`src/rtl/sysctl_pkg.sv`:
```
package sysctl_pkg;
    localparam int ADDR_W = 16;
    localparam int DATA_W = 8;
    localparam int CTRL_W = 4;

    localparam logic [DATA_W-1:0] RD_UNMAPPED = '1;
    localparam logic [DATA_W-1:0] ID_CPUCFG   = 8'hEF;
    localparam logic [DATA_W-1:0] ID_FEAT     = 8'hAD;
    localparam logic [DATA_W-1:0] ID_STAT     = 8'hE0;
    localparam logic [DATA_W-1:0] ID_EQUIP    = 8'h3C;
    localparam logic [DATA_W-1:0] ID_EXTFEAT  = 8'h39;
    localparam logic [DATA_W-1:0] ID_CACHE    = 8'h03;

    typedef enum logic [3:0] {
        SEL_P92, SEL_CPUCFG, SEL_FEAT, SEL_STAT, SEL_EQUIP, SEL_LAMP,
        SEL_NVL1, SEL_NVL2, SEL_CINV, SEL_KEY, SEL_SYSCTL, SEL_CACHE,
        SEL_MAP, SEL_NONE
    } sel_e;

    typedef struct packed {
        logic              soft_rst;
        logic              le_mode;
        logic              lamp;
        logic              nvl1;
        logic              nvl2;
        logic [CTRL_W-1:0] sysctl;
        logic              map;
        logic              err;
        logic [DATA_W-1:0] rdata;
    } state_t;
endpackage

```
`src/rtl/sysctl_decode.sv`:
```
module sysctl_decode
    import sysctl_pkg::*;
(
    input  logic [ADDR_W-1:0] addr,
    output sel_e              sel,
    output logic              wr_ok
);
    always_comb begin
        case (addr)
            16'h0092: sel = SEL_P92;
            16'h0800: sel = SEL_CPUCFG;
            16'h0802: sel = SEL_FEAT;
            16'h0803: sel = SEL_STAT;
            16'h0808: sel = SEL_LAMP;
            16'h080C: sel = SEL_EQUIP;
            16'h0810: sel = SEL_NVL1;
            16'h0812: sel = SEL_NVL2;
            16'h0814: sel = SEL_CINV;
            16'h0818: sel = SEL_KEY;
            16'h081C: sel = SEL_SYSCTL;
            16'h0823: sel = SEL_CACHE;
            16'h0850: sel = SEL_MAP;
            default:  sel = SEL_NONE;
        endcase
    end

    always_comb begin
        case (sel)
            SEL_P92, SEL_CPUCFG, SEL_FEAT, SEL_STAT, SEL_LAMP, SEL_NVL1,
            SEL_NVL2, SEL_CINV, SEL_SYSCTL, SEL_MAP: wr_ok = 1'b1;
            default:                                 wr_ok = 1'b0;
        endcase
    end
endmodule

```
`src/rtl/sysctl_rdmux.sv`:
```
module sysctl_rdmux
    import sysctl_pkg::*;
(
    input  sel_e              sel,
    input  logic [CTRL_W-1:0] sysctl,
    input  logic              map,
    output logic [DATA_W-1:0] rdata
);
    always_comb begin
        rdata = RD_UNMAPPED;
        case (sel)
            SEL_P92:    rdata = '0;
            SEL_CPUCFG: rdata = ID_CPUCFG;
            SEL_FEAT:   rdata = ID_FEAT;
            SEL_STAT:   rdata = ID_STAT;
            SEL_EQUIP:  rdata = ID_EQUIP;
            SEL_NVL1:   rdata = ID_EXTFEAT;
            SEL_KEY:    rdata = '0;
            SEL_SYSCTL: rdata = DATA_W'(sysctl);
            SEL_CACHE:  rdata = ID_CACHE;
            SEL_MAP:    rdata = DATA_W'(map);
            default:    rdata = RD_UNMAPPED;
        endcase
    end
endmodule

```
`src/rtl/sysctl_ports.sv`:
```
module sysctl_ports
    import sysctl_pkg::*;
(
    input  logic              clk,
    input  logic              rst_n,
    input  logic [ADDR_W-1:0] io_addr,
    input  logic              io_rd,
    input  logic              io_wr,
    input  logic [DATA_W-1:0] io_wdata,
    output logic [DATA_W-1:0] io_rdata,
    output logic              soft_rst,
    output logic              le_mode,
    output logic              disk_lamp,
    output logic              nvl1_pulse,
    output logic              nvl2_pulse,
    output logic [CTRL_W-1:0] sys_ctrl,
    output logic              map_mode,
    output logic              wr_err
);
    state_t            st_d, st_q;
    sel_e              sel;
    logic              wr_ok;
    logic [DATA_W-1:0] rd_val;

    sysctl_decode u_dec (.addr(io_addr), .sel(sel), .wr_ok(wr_ok));

    sysctl_rdmux u_mux (
        .sel(sel), .sysctl(st_q.sysctl), .map(st_q.map), .rdata(rd_val)
    );

    always_comb begin
        st_d      = st_q;
        st_d.nvl1 = 1'b0;
        st_d.nvl2 = 1'b0;
        if (io_rd) st_d.rdata = rd_val;
        if (io_wr) begin
            if (!wr_ok) st_d.err = 1'b1;
            case (sel)
                SEL_P92: begin
                    st_d.soft_rst = io_wdata[0];
                    st_d.le_mode  = io_wdata[1];
                end
                SEL_LAMP:   st_d.lamp   = io_wdata[0];
                SEL_NVL1:   st_d.nvl1   = 1'b1;
                SEL_NVL2:   st_d.nvl2   = 1'b1;
                SEL_SYSCTL: st_d.sysctl = io_wdata[CTRL_W-1:0];
                SEL_MAP:    st_d.map    = io_wdata[0];
                default: ;
            endcase
        end
    end

    always_ff @(posedge clk) begin
        if (!rst_n) st_q <= '0;
        else        st_q <= st_d;
    end

    assign io_rdata   = st_q.rdata;
    assign soft_rst   = st_q.soft_rst;
    assign le_mode    = st_q.le_mode;
    assign disk_lamp  = st_q.lamp;
    assign nvl1_pulse = st_q.nvl1;
    assign nvl2_pulse = st_q.nvl2;
    assign sys_ctrl   = st_q.sysctl;
    assign map_mode   = st_q.map;
    assign wr_err     = st_q.err;
endmodule

```
`config.mk`:
```
export PLATFORM = sky130hd
export DESIGN_NAME = sysctl_ports
export DESIGN_NICKNAME = d
export VERILOG_FILES = /design/src/rtl/sysctl_pkg.sv /design/src/rtl/sysctl_decode.sv /design/src/rtl/sysctl_rdmux.sv /design/src/rtl/sysctl_ports.sv
export SDC_FILE = /design/constraint.sdc
export NUM_CORES = 1
export LEC_CHECK = 0
export BUFFER_PORTS_ARGS = -buffer_cell sky130_fd_sc_hd__buf_2
export CAP_MARGIN = 20
export CORE_ASPECT_RATIO = 1.25
export CORE_MARGIN = 2
export CORE_UTILIZATION = 53
export DETAILED_ROUTE_END_ITERATION = 10
export GPL_TIMING_DRIVEN = 0
export PLACE_DENSITY = 0.95
export SYNTH_ARGS = -nofsm -noshare
export SYNTH_HDL_FRONTEND = slang
export SYNTH_SLANG_ARGS = --single-unit
```
`constraint.sdc`:
```
create_clock -name clk -period 3.8 [get_ports clk]
set_input_delay 0.57 -clock clk [delete_from_list [all_inputs] [get_ports clk]]
set_output_delay 0.57 -clock clk [all_outputs]
set_load 0.03 [all_outputs]
```
==> impl_metrics.json <==
{
  "layout_worst_path_cycle_share": 0.572,
  "yosys_most_used_dff": "sky130_fd_sc_hd__dfxtp_1",
  "critical_path.startpoint_type": "input pin",
  "final.setup_skew_ps": 6.07,
  "worst_setup_hold_path_clk_slew_ps": 110,
  "ys_async_rst_share": 0,
  "die_area_um2": 2900,
  "die_x_um": 48.5,
  "port-buffer-count": 38,
  "drive_gt1_frac": 0.294,
  "synth.area.mux_share": 0.0152,
  "synth_xor_area_frac": 0.0200,
  "first_pass_iters": 4,
  "timing_hold_violations_final": 0,
  "synth_commonest_cells": "sky130_fd_sc_hd__dfxtp_1, sky130_fd_sc_hd__a21oi_1, sky130_fd_sc_hd__nand2_1, sky130_fd_sc_hd__nor2_1",
  "initial_antenna_violation_count": 0,
  "die_h_um": 59.7,
  "synth_most_common_cell": "sky130_fd_sc_hd__dfxtp_1",
  "synthDominantCellAreaShare": 0.290,
  "drt_drc_violations_left": 0,
  "drt_iter0_markers": 74,
  "worst-endpoint-arrival_ps": 2370,
  "post-place-cells": 233,
  "post_synth_main_area_contributors": "sky130_fd_sc_hd__dfxtp_1, sky130_fd_sc_hd__a21oi_1, sky130_fd_sc_hd__nor4_4",
  "final_area_um2": 1570,
  "num_vias": 1459,
  "ant_nets": 0,
  "critical_path_required_ps": 4000,
  "worst-slew-pin-transition_ps": 504,
  "cts-buffers-inserted": 3,
  "globalRouteOverflowTotal": 0,
  "clockPowerShare": 0.258,
  "gate_count_post_synth": 162,
  "clock-sinks": 19,
  "category_of_the_worst_setup_path_capture_point": "flop",
  "p_sw_mw": 0.118,
  "syn-num-nets": 190,
  "library_cells_used_by_synthesis": 50,
  "drv.max_cap_violation_count": 0,
  "ctsHoldBuffers": 0,
  "syn_avg_cell_area_um2": 8.11,
  "initial_standard_cell_utilization_of_the_core": 0.547,
  "setup-tns-final_ps": 0,
  "critPathMaxFanout": 7,
  "first_global_vias": 1359,
  "fmax_mhz": 460,
  "internal_dissipation_mw": 0.275,
  "vias_per_cell": 6.16,
  "design.core.area_um2": 2400,
  "synth_top_family_by_area": "simple AND/OR/NAND/NOR gates",
  "first_pass_grt_wire_length_um": 5530,
  "highest_ir_drop_seen_on_vdd_uv": 170,
  "antennaDiodeCount": 0,
  "power.combinational.fraction": 0.212,
  "seqPwrFrac": 0.530,
  "synth_simple_gate_area_frac": 0.380,
  "synthesis.yosys.warnings": 0,
  "slew_viol_final": 0,
  "tritoncts": "yes",
  "detailedPlacementHpwl_um": 2560,
  "htree_num_levels": 1,
  "rsz0062_at_grt": "false",
  "total_power_mw": 0.393,
  "cts_resized": 0,
  "max-clock-path-buffers": 2,
  "wl_um": 3250,
  "grt_usage": 0.241,
  "yosysSeqAreaShare": 0.290,
  "gp_routability_congestion": 0.951,
  "placed_cell_area_um2": 1550,
  "synth-seq-cells": 19,
  "rows": 20,
  "syn_to_final_growth_pct": 19.7,
  "cts_root_buf": "sky130_fd_sc_hd__clkbuf_4",
  "setup_violations": 0,
  "synth_edf_count": 0,
  "switching_fraction_of_total_power": 0.301,
  "timing.slew.headroom": 0.663,
  "boundaryPins": 47,
  "post_cts_buffers": 0,
  "insertion_delay_ps": 310,
  "leakagePower_nw": 0.614,
  "final.hold.worst_slack_ps": 487,
  "status": "complete, no violations",
  "power_density_over_the_cells_nw_per_um2": 250,
  "synth.largest_area_cell": "sky130_fd_sc_hd__dfxtp_1",
  "grt_max_degree": 12,
  "finish.net_count": 233,
  "largest_reg_flops": 8,
  "final_cell_count_no_fill": 237,
  "synth_adder_area_share": 0,
  "synth_compound_gate_area_share": 0.240,
  "wl_per_cell_um": 13.7,
  "timing.setup.critical_path_class": "in2reg",
  "min_path_type": "reg2reg",
  "post-route-min-period_ps": 2170,
  "synth.cell_area_um2": 1310
}
## metrics by stage
step	setup WS, ps	util
global route	1460	0.655
floorplan	1600	-
global placement	1370	0.643
detailed placement	1320	0.643
CTS	1650	0.655
finish	1630	0.655
## final timing paths
path | from | end | slack [ps] | cells past startpoint
setup / recovery | io_addr[13] | wr_err | 1630 | 7
hold / removal | sys_ctrl[0] | sys_ctrl[0] | 490 | 2
setup reg to reg | map_mode | io_rdata[0] | 2820 | 3
hold reg to reg | sys_ctrl[0] | sys_ctrl[0] | 490 | 2
## cell families after synthesis
| kind of cell | count (synthesis) |
|---|---|
| AO/OA/AOI/OAI | 47 |
| XOR/XNOR | 3 |
| buffers and inverters | 14 |
| flip-flops | 19 |
| multiplexers | 2 |
| AND/OR/NAND/NOR | 77 |
## routing by layer
layer	vias to the layer above	share of wire	GRT usage
met5	-	0	0
met4	0	0.037	0.131
met3	17	0.066	0.0400
met2	74	0.48	0.431
met1	672	0.42	0.279
li1	696	-	-
## final cells by class
| cell class | count | area (um^2) |
|---|---|---|
| inverter | 6 | 22.5 |
| multi-input combinational | 129 | 861 |
| clock inverter | 1 | 5.00 |
| timing repair buffer | 38 | 190 |
| sequential | 19 | 380 |
| clock buffer | 3 | 22.5 |
| fill | 228 | 830 |
| buffer | 8 | 50.0 |
| tap | 33 | 41.3 |
## cell usage in the layout, fill, tap and decap left out, types with 3 or more instances in the layout
master                     synthesis  final
sky130_fd_sc_hd__nand4_1           6      6
sky130_fd_sc_hd__nor2b_1           6      6
sky130_fd_sc_hd__nor3_1            5      5
sky130_fd_sc_hd__nor4_4            3      3
sky130_fd_sc_hd__clkbuf_4          0      3
sky130_fd_sc_hd__nor2_1           12     12
sky130_fd_sc_hd__a21oi_1          14     14
sky130_fd_sc_hd__buf_2             4     42
sky130_fd_sc_hd__inv_1             5      5
sky130_fd_sc_hd__nand3_1           9      9
sky130_fd_sc_hd__nor4_1            3      3
sky130_fd_sc_hd__a31oi_1           4      4
sky130_fd_sc_hd__nand2_1          14     14
sky130_fd_sc_hd__o21ai_0           9      9
sky130_fd_sc_hd__nand2b_1          5      5
sky130_fd_sc_hd__dfxtp_1          19     19
## worst max-delay path, stage by stage
cell and delay, ps:
sky130_fd_sc_hd__buf_2 110, sky130_fd_sc_hd__nor4_4 440, sky130_fd_sc_hd__nand4_1 240, sky130_fd_sc_hd__o22ai_1 460
sky130_fd_sc_hd__nand2b_1 230, sky130_fd_sc_hd__a21oi_1 80, sky130_fd_sc_hd__o31a_1 230
## power by group through the flow
stage / combinational (mW) / sequential, mW / clock (mW)
6_report: 0.0834 / 0.209 / 0.101
5_1_grt: 0.0910 / 0.210 / 0.112
4_1_cts: 0.0830 / 0.209 / 0.102
3_5_place_dp: 0.0828 / 0.213 / 0
3_3_place_gp: 0.0815 / 0.213 / 0
2_1_floorplan: 0.0374 / 0.227 / 0
No activity file was read; power rests on OpenSTA's default activity.
